<file path="config.mk">
export PLATFORM = sky130hd
export DESIGN_NAME = cmdbus_bridge
export DESIGN_NICKNAME = d
export VERILOG_FILES = /design/src/rtl/cmdbus_bridge_pkg.sv /design/src/rtl/cmdbus_bridge_ctrl.sv /design/src/rtl/cmdbus_bridge_dp.sv /design/src/rtl/cmdbus_bridge.sv
export SDC_FILE = /design/constraint.sdc
export NUM_CORES = 1
export LEC_CHECK = 0
export BUFFER_PORTS_ARGS = -buffer_cell sky130_fd_sc_hd__buf_2
export CAP_MARGIN = 30
export CORE_MARGIN = 1.5
export CORE_UTILIZATION = 48
export CTS_CLUSTER_SIZE = 40
export DETAILED_ROUTE_END_ITERATION = 10
export PLACE_DENSITY = 0.77
export SLEW_MARGIN = 25
export SYNTH_ARGS = -nofsm -noshare
export SYNTH_HDL_FRONTEND = slang
export SYNTH_SLANG_ARGS = --single-unit
</file>
<file path="constraint.sdc">
create_clock -name clk -period 1.5 [get_ports clk]
set_input_delay 0.075 -clock clk [delete_from_list [all_inputs] [get_ports clk]]
set_output_delay 0.075 -clock clk [all_outputs]
set_load 0.05 [all_outputs]
</file>
<file path="src/rtl/cmdbus_bridge_pkg.sv">
package cmdbus_bridge_pkg;
  localparam int WORD_W    = 64;
  localparam int BUS_AW    = 32;
  localparam int BUS_DW    = 32;
  localparam int BUS_BYTES = BUS_DW / 8;

  // register offsets
  localparam int OFS_CTL  = 0;
  localparam int OFS_STAT = 2;
  localparam int OFS_DATA = 3;

  localparam logic [3:0] CMD_KEY   = 4'hD;
  localparam logic [2:0] ALEN_FULL = 3'd4;

  // control word fields (vector indices of MSB-first bit numbers)
  localparam int KEY_HI  = WORD_W - 1;
  localparam int KEY_LO  = WORD_W - 4;
  localparam int SIZE_HI = WORD_W - 5;
  localparam int SIZE_LO = WORD_W - 8;
  localparam int RD_BIT  = WORD_W - 16;
  localparam int ALEN_HI = WORD_W - 24;
  localparam int ALEN_LO = WORD_W - 26;

  // status word fields
  localparam int ST_BUSERR = WORD_W - 1;
  localparam int RDF_HI    = WORD_W - 7;
  localparam int RDF_LO    = WORD_W - 38;
  localparam int ST_BUSY   = WORD_W - 45;
  localparam int ST_KEY    = WORD_W - 46;
  localparam int ST_SIZE   = WORD_W - 47;
  localparam int ST_ALEN   = WORD_W - 48;
  localparam int ST_DONE   = WORD_W - 53;

  typedef struct packed {
    logic launch;
    logic reject;
    logic badKey;
    logic badSize;
    logic badAlen;
    logic finish;
  } strobe_t;
endpackage

</file>
<file path="src/rtl/cmdbus_bridge_ctrl.sv">
module cmdbus_bridge_ctrl
  import cmdbus_bridge_pkg::*;
#(
  parameter int HOST_AW = 2
) (
  input  logic               clk,
  input  logic               rstN,
  input  logic               hostWe,
  input  logic [HOST_AW-1:0] hostAddr,
  input  logic [3:0]         cmdKey,
  input  logic [3:0]         cmdSize,
  input  logic [2:0]         cmdAlen,
  input  logic               busAck,
  output logic               busy,
  output strobe_t            strobe
);
  logic ctlHit, accept, keyOk, sizeOk, alenOk, allOk;

  always_comb begin
    ctlHit = hostWe && (hostAddr == HOST_AW'(OFS_CTL));
    accept = ctlHit && !busy;
    keyOk  = (cmdKey == CMD_KEY);
    sizeOk = (cmdSize == 4'd1) || (cmdSize == 4'd2) || (cmdSize == 4'd4);
    alenOk = (cmdAlen == ALEN_FULL);
    allOk  = keyOk && sizeOk && alenOk;

    strobe.launch  = accept && allOk;
    strobe.reject  = accept && !allOk;
    strobe.badKey  = accept && !keyOk;
    strobe.badSize = accept && !sizeOk;
    strobe.badAlen = accept && !alenOk;
    strobe.finish  = busy && busAck;
  end

  always_ff @(posedge clk) begin
    if (!rstN)              busy <= 1'b0;
    else if (strobe.launch) busy <= 1'b1;
    else if (strobe.finish) busy <= 1'b0;
  end
endmodule

</file>
<file path="src/rtl/cmdbus_bridge_dp.sv">
module cmdbus_bridge_dp
  import cmdbus_bridge_pkg::*;
#(
  parameter int HOST_AW = 2
) (
  input  logic                 clk,
  input  logic                 rstN,
  input  strobe_t              strobe,
  input  logic                 busy,
  input  logic                 hostWe,
  input  logic [HOST_AW-1:0]   hostAddr,
  input  logic [WORD_W-1:0]    hostWdata,
  input  logic [BUS_DW-1:0]    busRdata,
  input  logic                 busErr,
  output logic [BUS_AW-1:0]    busAddr,
  output logic                 busWe,
  output logic [BUS_BYTES-1:0] busByteEn,
  output logic [BUS_DW-1:0]    busWdata,
  output logic [WORD_W-1:0]    statusWord,
  output logic [WORD_W-1:0]    hostRdata
);
  logic [WORD_W-1:0] ctlReg, dataReg;
  logic [BUS_DW-1:0] rdField, rdMask;
  logic              doneR, errBus, errKey, errSize, errAlen;
  logic [3:0]        sizeR;

  assign sizeR    = ctlReg[SIZE_HI:SIZE_LO];
  assign busAddr  = ctlReg[BUS_AW-1:0];
  assign busWe    = !ctlReg[RD_BIT];

  always_comb begin
    for (int i = 0; i < BUS_BYTES; i++)
      busByteEn[BUS_BYTES-1-i] = (i < int'(sizeR));
  end

  for (genvar g = 0; g < BUS_BYTES; g++) begin : g_lane
    assign rdMask[8*g +: 8] = {8{busByteEn[g]}};
  end

  always_ff @(posedge clk) begin
    if (!rstN) begin
      ctlReg   <= '0;
      dataReg  <= '0;
      busWdata <= '0;
      rdField  <= '0;
      doneR    <= 1'b0;
      errBus   <= 1'b0;
      errKey   <= 1'b0;
      errSize  <= 1'b0;
      errAlen  <= 1'b0;
    end else begin
      if (hostWe && hostAddr == HOST_AW'(OFS_DATA))
        dataReg <= hostWdata;
      if (strobe.launch || strobe.reject) begin
        ctlReg  <= hostWdata;
        doneR   <= strobe.reject;
        errBus  <= 1'b0;
        errKey  <= strobe.badKey;
        errSize <= strobe.badSize;
        errAlen <= strobe.badAlen;
        rdField <= '0;
      end
      if (strobe.launch)
        busWdata <= dataReg[WORD_W-1 -: BUS_DW];
      if (strobe.finish) begin
        doneR  <= 1'b1;
        errBus <= busErr;
        if (ctlReg[RD_BIT] && !busErr)
          rdField <= busRdata & rdMask;
      end
    end
  end

  always_comb begin
    statusWord                = '0;
    statusWord[ST_BUSERR]     = errBus;
    statusWord[RDF_HI:RDF_LO] = rdField;
    statusWord[ST_BUSY]       = busy;
    statusWord[ST_KEY]        = errKey;
    statusWord[ST_SIZE]       = errSize;
    statusWord[ST_ALEN]       = errAlen;
    statusWord[ST_DONE]       = doneR;
  end

  always_comb begin
    case (hostAddr)
      HOST_AW'(OFS_CTL):  hostRdata = ctlReg;
      HOST_AW'(OFS_STAT): hostRdata = statusWord;
      HOST_AW'(OFS_DATA): hostRdata = dataReg;
      default:            hostRdata = '0;
    endcase
  end
endmodule

</file>
<file path="src/rtl/cmdbus_bridge.sv">
module cmdbus_bridge
  import cmdbus_bridge_pkg::*;
(
  input  logic        clk,
  input  logic        rstN,
  input  logic        hostWe,
  input  logic [1:0]  hostAddr,
  input  logic [63:0] hostWdata,
  output logic [63:0] hostRdata,
  output logic        busReq,
  output logic        busWe,
  output logic [31:0] busAddr,
  output logic [3:0]  busByteEn,
  output logic [31:0] busWdata,
  input  logic [31:0] busRdata,
  input  logic        busAck,
  input  logic        busErr
);
  strobe_t     strobe;
  logic        busy;
  logic [63:0] statusWord;

  cmdbus_bridge_ctrl #(.HOST_AW(2)) u_ctrl (
    .clk      (clk),
    .rstN     (rstN),
    .hostWe   (hostWe),
    .hostAddr (hostAddr),
    .cmdKey   (hostWdata[KEY_HI:KEY_LO]),
    .cmdSize  (hostWdata[SIZE_HI:SIZE_LO]),
    .cmdAlen  (hostWdata[ALEN_HI:ALEN_LO]),
    .busAck   (busAck),
    .busy     (busy),
    .strobe   (strobe)
  );

  cmdbus_bridge_dp #(.HOST_AW(2)) u_dp (
    .clk        (clk),
    .rstN       (rstN),
    .strobe     (strobe),
    .busy       (busy),
    .hostWe     (hostWe),
    .hostAddr   (hostAddr),
    .hostWdata  (hostWdata),
    .busRdata   (busRdata),
    .busErr     (busErr),
    .busAddr    (busAddr),
    .busWe      (busWe),
    .busByteEn  (busByteEn),
    .busWdata   (busWdata),
    .statusWord (statusWord),
    .hostRdata  (hostRdata)
  );

  assign busReq = busy;
endmodule

</file>
# == Word-level counts from Yosys, hierarchy flattened ==
# Cells that the tools add are included.
# Widths: inputs -> output; s select.
# word_totals
regBits,198
# op_classes
order_cmp,4
eq_ne,7
muxes,10
n_bitwise,1
reduce_logical,25
# op_table
op,count
$pmux 64 s3,1
$mux 32,3
$and 32x32->32,1
$logic_and 1x1->1,12
$lt 1x4->1 const A,2
$lt 2x4->1 const A,2
$logic_not 1->1,7
$mux 1,6
$eq 2x2->1 const B,2
$eq 4x1->1 const B,1
$eq 4x2->1 const B,1
$eq 4x3->1 const B,1
$eq 4x4->1 const B,1
$reduce_bool 2->1,2
$eq 3x3->1 const B,1
$logic_or 1x1->1,3
$logic_not 2->1,1

# == Depth between registers and ports, before layout ==
# Gate-level depths: netlist of the first run.
# depth
ltp_word,11
depth_mapped,7

# == Modules after synthesis ==
# A second synthesis of the first run with hierarchy kept.
# unflattened
cells_unflattened,1007
area_unflattened_um2,8929.8
# by_module_without_submodules
module,instances,cells_each,area_per_inst_um2
cmdbus_bridge_dp,1,987,8784.7
cmdbus_bridge_ctrl,1,20,145.1

# == Worst setup path before layout of the first run ==
# No wires, ideal clock.
# synth_path
path_type,reg2out
start,reg u_ctrl.busy
end,out hostRdata[19]
arrival_ns,1.997
required_ns,1.425
path_slack_ns,-0.572
path_stages_with_launch,3
path_cell_list,dfxtp_1 > mux2i_1 > o21ai_0
# synth_between
elab_chain_cells,1
# synth_rtl
element,line,source
start: declaration,cmdbus_bridge_ctrl.sv:14,"output logic busy,"
start signal: assignment,cmdbus_bridge_ctrl.sv:36,if (!rstN) busy <= 1'b0;
start signal: assignment,cmdbus_bridge_ctrl.sv:37,else if (strobe.launch) busy <= 1'b1;
start signal: assignment,cmdbus_bridge_ctrl.sv:38,else if (strobe.finish) busy <= 1'b0;
$pmux 64 s3,cmdbus_bridge_dp.sv:86,case (hostAddr)
end: declaration,cmdbus_bridge.sv:9,"output logic [63:0] hostRdata,"
# No other way between the ends.

# == Worst setup path after layout of the first run ==
# layout_path
start,reg u_ctrl.busy
end,reg u_dp.busWdata[3]
# layout_between
elab_chain_cells,3
# layout_rtl
element,line,source
$logic_not 1->1,cmdbus_bridge_ctrl.sv:21,accept = ctlHit && !busy;
$logic_and 1x1->1,cmdbus_bridge_ctrl.sv:21,
$logic_and 1x1->1,cmdbus_bridge_ctrl.sv:27,strobe.launch = accept && allOk;
end signal: assignment,cmdbus_bridge_dp.sv:64,busWdata <= dataReg[WORD_W-1 -: BUS_DW];
end: declaration,cmdbus_bridge_dp.sv:18,"output logic [BUS_DW-1:0] busWdata,"
# No other way between the ends.
# A chain may end at the register's enable or synchronous reset.

==> impl_metrics.toml, run 1 <==
[placement]
io_buffers = 236
place_congestion = 0.814
placed_area_mm2 = 0.0101
place_inst = 1427
dp.final_hpwl_mm = 16.0
place_ws_ns = -0.194

[timing]
final_hold_viol_count = 0
worst_hold_slack_ns = 0.147
fin_ws_ns = -0.183
relSlewSlack = 0.635
worst_pin_slew_ns = 0.548
fmax_ghz = 0.594
period_share = 1.12
period_needed_ns = 1.68
fin_setup_tns_ns = -7.39
maxSlewViolCount = 0
finClkSkew_ns = 0.0114
setup_viol = 68
rsz0062_at_grt = "yes"

[drt]
via_per_inst = 5.32
detail_route.iter0.violations = 616
dr.pass1.iters = 7
drc = 0
wire_per_inst_um = 17.5
num_vias = 8362
drt_wl_total_mm = 27.6
final_antenna_net_count = 0

[worst_setup_path]
crit_type = "flop to flop"
crit_arrival_ns = 2.03
critPathCaptureType = "flop"
required_ns = 1.85
reg2reg_depth = 6
cp-start-kind = "flop"
worst-path-max-fanout = 13

[global_route]
antenna_found_initial = 3
grtUsageMet3 = 0.0695
grt_pass1_vias = 7845
busiest_layer = "met2"
grt_overflow = 0
grt_max_degree = 144
grt_pass1_wl_mm = 39.7
met2_usage = 0.470
met1_usage = 0.320
grtUsageTotal = 0.272

[clocking]
cts.clk_slew.worst_paths_ns = 0.08
clock_sinks = 198
clock_latency_ns = 0.43
cts_max_level = 4
ctsLongestPathBuffers = 2
cts_tree = "done"
cts_root_buf = "clkbuf_16"
numCtsBuffers = 17

[yosys]
ys_ff_latch = 198
avgSynthCellArea_um2 = 8.38
synthesis.nets = 1139
yosysMostFrequentCell = "nand2_1"
yosysTopAreaCellShare = 0.456
yosysSeqAreaShare = 0.456
yosys.area.top_type = "dfxtp_1"
netlist_top_cells_area = "dfxtp_1 (46%), nand2_1 (16%), a21boi_0 (11%), mux2i_1 (8.1%), buf_4 (2.9%)"
synth_common_cells = "nand2_1 (360), dfxtp_1 (198), a21boi_0 (129), mux2i_1 (70), clkbuf_1 (50)"
yosys.cell_types.count = 31
synth_edf_count = 0
ys.flop_type = "dfxtp_1"
synth_cells = 1036
synth-warning-count = 0
async_flop_share = 0
syn-cell-area_mm2 = 0.00868

[status]
violations = "setup timing"
status = "finished, violations left"

[hold_path]
hp-class = "input port to flop"
hold_depth = 4

[floorplanning]
start_util = 0.487
die_area_mm2 = 0.0189
coreArea_mm2 = 0.0178
io_pins = 237
rows = 49
die_x_um = 138
die_h_um = 138

[power_and_ir_drop]
powerDensity_mw_per_mm2 = 968
p_int_mw = 8.73
comb_power_share = 0.129
seq_power_share = 0.459
peakVddDrop_mv = 0.812
p_clk_frac = 0.412
switching_power_mw = 3.14
leakagePower_nw = 5.01
switching_share = 0.265

[cells_and_area]
final_nets = 1432
fill_cells = 1366
finalInstanceArea_mm2 = 0.0123
instances_no_fill = 1573
syn_to_final_growth_pct = 41.3
drive_above_1_share = 0.297

[flow_run]
drv_cap = 0
-- power groups by stage --
stage | registers, mW | clock network (mW) | logic (mW)
3_5_place_dp | 5.56 | 0 | 1.22
6_report | 5.44 | 4.90 | 1.53
4_1_cts | 5.44 | 4.94 | 1.44
2_1_floorplan | 5.55 | 0 | 0.802
3_3_place_gp | 5.56 | 0 | 1.20
5_1_grt | 5.46 | 5.18 | 1.62
-- sequential cells by signal (all words and copies together) (netlist names) --
signal / count
u_ctrl.busy: 1
u_dp.busWdata: 32
u_dp.ctlReg: 64
u_dp.dataReg: 64
u_dp.doneR: 1
u_dp.errAlen: 1
u_dp.errBus: 1
u_dp.errKey: 1
u_dp.errSize: 1
u_dp.rdField: 32
-- layer usage --
layer	wire [µm]	up-vias	share of wire
li1	-	4020	-
met1	11400	3941	0.41
met2	13300	332	0.48
met3	2040	67	0.074
met4	846	2	0.031
met5	13	-	0.00047
-- critical path, cell delays in order, from the launching register on --
cell and delay [ns]:
dfxtp_4 0.37, nor4b_4 0.32, nand3_2 0.15, nor3_4 0.21, buf_6 0.14, buf_12 0.17
mux2i_1 0.23
-- layout by cell type, fill, tap and decap left out, drive strengths merged, types with 2 or more instances in the layout --
cell | Yosys | routed
bufinv | 0 | 3
nor3b | 4 | 4
clkinvlp | 0 | 2
diode | 0 | 2
mux2i | 70 | 70
nand3 | 3 | 3
a22oi | 32 | 32
a22o | 26 | 26
dlygate4sd3 | 0 | 99
nor2 | 8 | 8
buf | 61 | 282
a21boi | 129 | 129
o21ai | 39 | 39
nand4b | 2 | 2
clkbuf | 52 | 23
clkinv | 0 | 4
dfxtp | 198 | 198
nor2b | 37 | 38
inv | 3 | 8
nand2 | 360 | 360
-- cell type report --
class / instances / area [µm²] / area share
Multi-Input combinational cell: 723 / 4470 / 0.364
Antenna cell: 2 / 5.00 / 0.000408
Tap cell: 229 / 287 / 0.0234
Sequential cell: 198 / 3970 / 0.323
Inverter: 3 / 11.3 / 0.000918
Timing Repair Buffer: 386 / 2900 / 0.237
Clock inverter: 14 / 190 / 0.0155
Clock buffer: 18 / 439 / 0.0358
-- per-stage QoR --
stage / util / total power [mW]
after detailed placement: 0.568 / 6.78
final: 0.688 / 11.9
after floorplan: - / 6.35
after global placement: 0.568 / 6.77
after global routing: 0.688 / 12.3
after CTS: 0.661 / 11.8
-- logic make-up after synthesis --
logic type	synth area share
compound gates	0.192
simple gates	0.200
xor+xnor	0.00101
flops	0.456
mux	0.0807
buf+inv	0.0699
-- timing repair --
| action | 4_1_cts | 5_1_grt |
|---|---|---|
| hold buffers | 99 | 0 |
| buffers inserted | 0 | 6 |
| gates cloned | 0 | 7 |
| hold endpoints to repair | 162 | 0 |
| pin swaps | 15 | 19 |
| resized for setup | 12 | 70 |
| setup endpoints to repair | 71 | 128 |
-- final timing paths --
| kind | to | slack [ns] | from |
|---|---|---|---|
| worst max-delay path | u_dp.busWdata[3] | -0.18 | u_ctrl.busy |
| worst min-delay path | u_dp.busWdata[9] | 0.15 | rstN |
| worst max register to register | u_dp.busWdata[3] | -0.18 | u_ctrl.busy |
| worst min register to register | u_dp.ctlReg[36] | 0.45 | u_dp.ctlReg[36] |
(Power assumes the default switching activity.)
==> run 2: changes to the inputs <==
--- a/config.mk
+++ b/config.mk
@@ -12,6 +12,8 @@
 export CTS_CLUSTER_SIZE = 40
 export DETAILED_ROUTE_END_ITERATION = 10
 export PLACE_DENSITY = 0.77
+export RECOVER_POWER = 50
+export SETUP_SLACK_MARGIN = 0.3
 export SLEW_MARGIN = 25
 export SYNTH_ARGS = -nofsm -noshare
 export SYNTH_HDL_FRONTEND = slang
==> impl_metrics.toml, run 2 (same netlist as run 1, synthesis figures left out) <==
[status]
status = "finished, violations left"
violations = "setup timing"

[clocking]
cts_root_buf = "clkbuf_16"
cts_max_level = 4
clock_latency_ns = 0.43
numCtsBuffers = 17
cts.clk_slew.worst_paths_ns = 0.08
ctsLongestPathBuffers = 2
cts_tree = "done"
clock_sinks = 198

[worst_setup_path]
worst-path-max-fanout = 5
cpPeakStageDelay_ns = 0.36
critPathCaptureType = "flop"
cp_cell_sequence = "buf_6, nor4b_4, buf_4, nor2b_4, buf_12, buf_16, a22oi_2, nor2b_1"
crit_arrival_ns = 2.12
cp-start-kind = "flop"
required_ns = 1.82
cp_slowest_cell = "dfxtp_4"
crit_type = "flop to flop"
reg2reg_depth = 8

[drt]
wire_per_inst_um = 23.2
drc = 0
detail_route.iter0.violations = 719
final_antenna_net_count = 0
dr.pass1.iters = 5
num_vias = 9702
via_per_inst = 5.88
drt_wl_total_mm = 38.2

[timing]
worst_hold_slack_ns = 0.0391
period_needed_ns = 1.80
relSlewSlack = 0.479
finClkSkew_ns = 0.0107
period_share = 1.20
fin_ws_ns = -0.300
maxSlewViolCount = 0
rsz0062_at_grt = "yes"
final_hold_viol_count = 0
worst_pin_slew_ns = 0.782
setup_viol = 209
fmax_ghz = 0.556

[cells_and_area]
syn_to_final_growth_pct = 75.5
register_area_mm2 = 0.00418
multi_input_area_mm2 = 0.00577
final_common_cell = "nand2_1"
fill_cells = 806
finalInstanceArea_mm2 = 0.0152
top_regs = "u_dp.ctlReg: 64 flops, u_dp.dataReg: 64 flops"
mostFrequentLayoutCells = "nand2_1 (298), buf_2 (131), dlygate4sd3_1 (97)"
final_nets = 1510
instances_no_fill = 1649
n_antenna_cell = 0
drive_above_1_share = 0.509

[placement]
place_congestion = 0.793
placed_area_mm2 = 0.0108
dp.final_hpwl_mm = 16.4
io_buffers = 236
place_inst = 1431
place_ws_ns = -0.240

[power_and_ir_drop]
finalPower_mw = 12.4
peakVddDrop_mv = 0.964
leakagePower_nw = 5.88
powerDensity_mw_per_mm2 = 815

[global_route]
grt_pass1_vias = 8855
grt_max_degree = 55
grt_overflow = 0
met2_usage = 0.556
antenna_found_initial = 0
grt_pass1_wl_mm = 46.5
met1_usage = 0.383
busiest_layer = "met2"
grtUsageTotal = 0.321
grtUsageMet3 = 0.0607

[floorplanning]
rows = 49
coreArea_mm2 = 0.0178
die_h_um = 138
io_pins = 237
die_area_mm2 = 0.0189
die_x_um = 138
start_util = 0.487

[flow_run]
drv_cap = 0

[hold_path]
hp-class = "input port to flop"
hold_depth = 2
==> run 2: cell types whose count changed in the layout (fill, tap and decap cells not counted), sizes merged <==
| cell | change |
|---|---|
| inv | -3 |
| bufbuf | +2 |
| buf | +41 |
| bufinv | -1 |
| clkinvlp | -2 |
| diode | -2 |
| clkinv | +1 |
| clkbuf | +43 |
| dlygate4sd3 | -2 |
| nor2b | -1 |
==> run 2: what timing repair did <==
item                                    4_1_cts  5_1_grt
gates resized for setup                     300      355
setup buffers                                40       30
endpoints found under the setup margin      206      220
pin swaps                                    32       94
cloned                                       11        8
hold buffers                                 97        0
endpoints found under the hold margin       161        0
==> run 2: metal layers <==
| layer | up-vias | routed length [µm] |
|---|---|---|
| li1 | 4190 | - |
| met1 | 4688 | 13600 |
| met2 | 626 | 19100 |
| met3 | 198 | 3110 |
| met4 | 0 | 2490 |
| met5 | - | 0 |
==> run 2: cell type report <==
| class | count | share of cell area |
|---|---|---|
| repair buffers | 465 | 0.288 |
| clock buffers | 23 | 0.0320 |
| clock inverters | 9 | 0.00764 |
| well taps | 229 | 0.0188 |
| inverters | 3 | 0.000739 |
| multi-input cells | 722 | 0.378 |
| flip-flops and latches | 198 | 0.274 |
==> run 2: worst paths after layout <==
kind / end / from / slack [ns]
setup / recovery: u_dp.rdField[11] / u_ctrl.busy / -0.30
hold / removal: u_dp.dataReg[47] / rstN / 0.04
setup reg to reg: u_dp.rdField[11] / u_ctrl.busy / -0.30
hold reg to reg: u_dp.busWdata[7] / u_dp.busWdata[7] / 0.46
==> run 2: critical path: cells and delay by family (launching register included) <==
| kind | cells | cell delay [ns] |
|---|---|---|
| flip-flops | 1 | 0.36 |
| buffers and inverters | 4 | 0.63 |
| AND/OR/NAND/NOR | 3 | 0.47 |
| AO/OA/AOI/OAI | 1 | 0.21 |
==> run 2: metrics by stage <==
stage               utilization  TNS [ns]
floorplan                     -     -4.54
global placement          0.607     -5.71
global route              0.854    -40.82
detailed placement        0.607     -9.69
CTS                       0.779     -9.24
finish                    0.854    -32.56
==> run 2: power by group <==
part	switching (mW)	leakage, nW	internal [mW]
sequential	0.123	1.67	5.35
combinational	1.16	3.91	0.962
clock	2.15	0.300	2.66
total	3.44	5.88	8.98
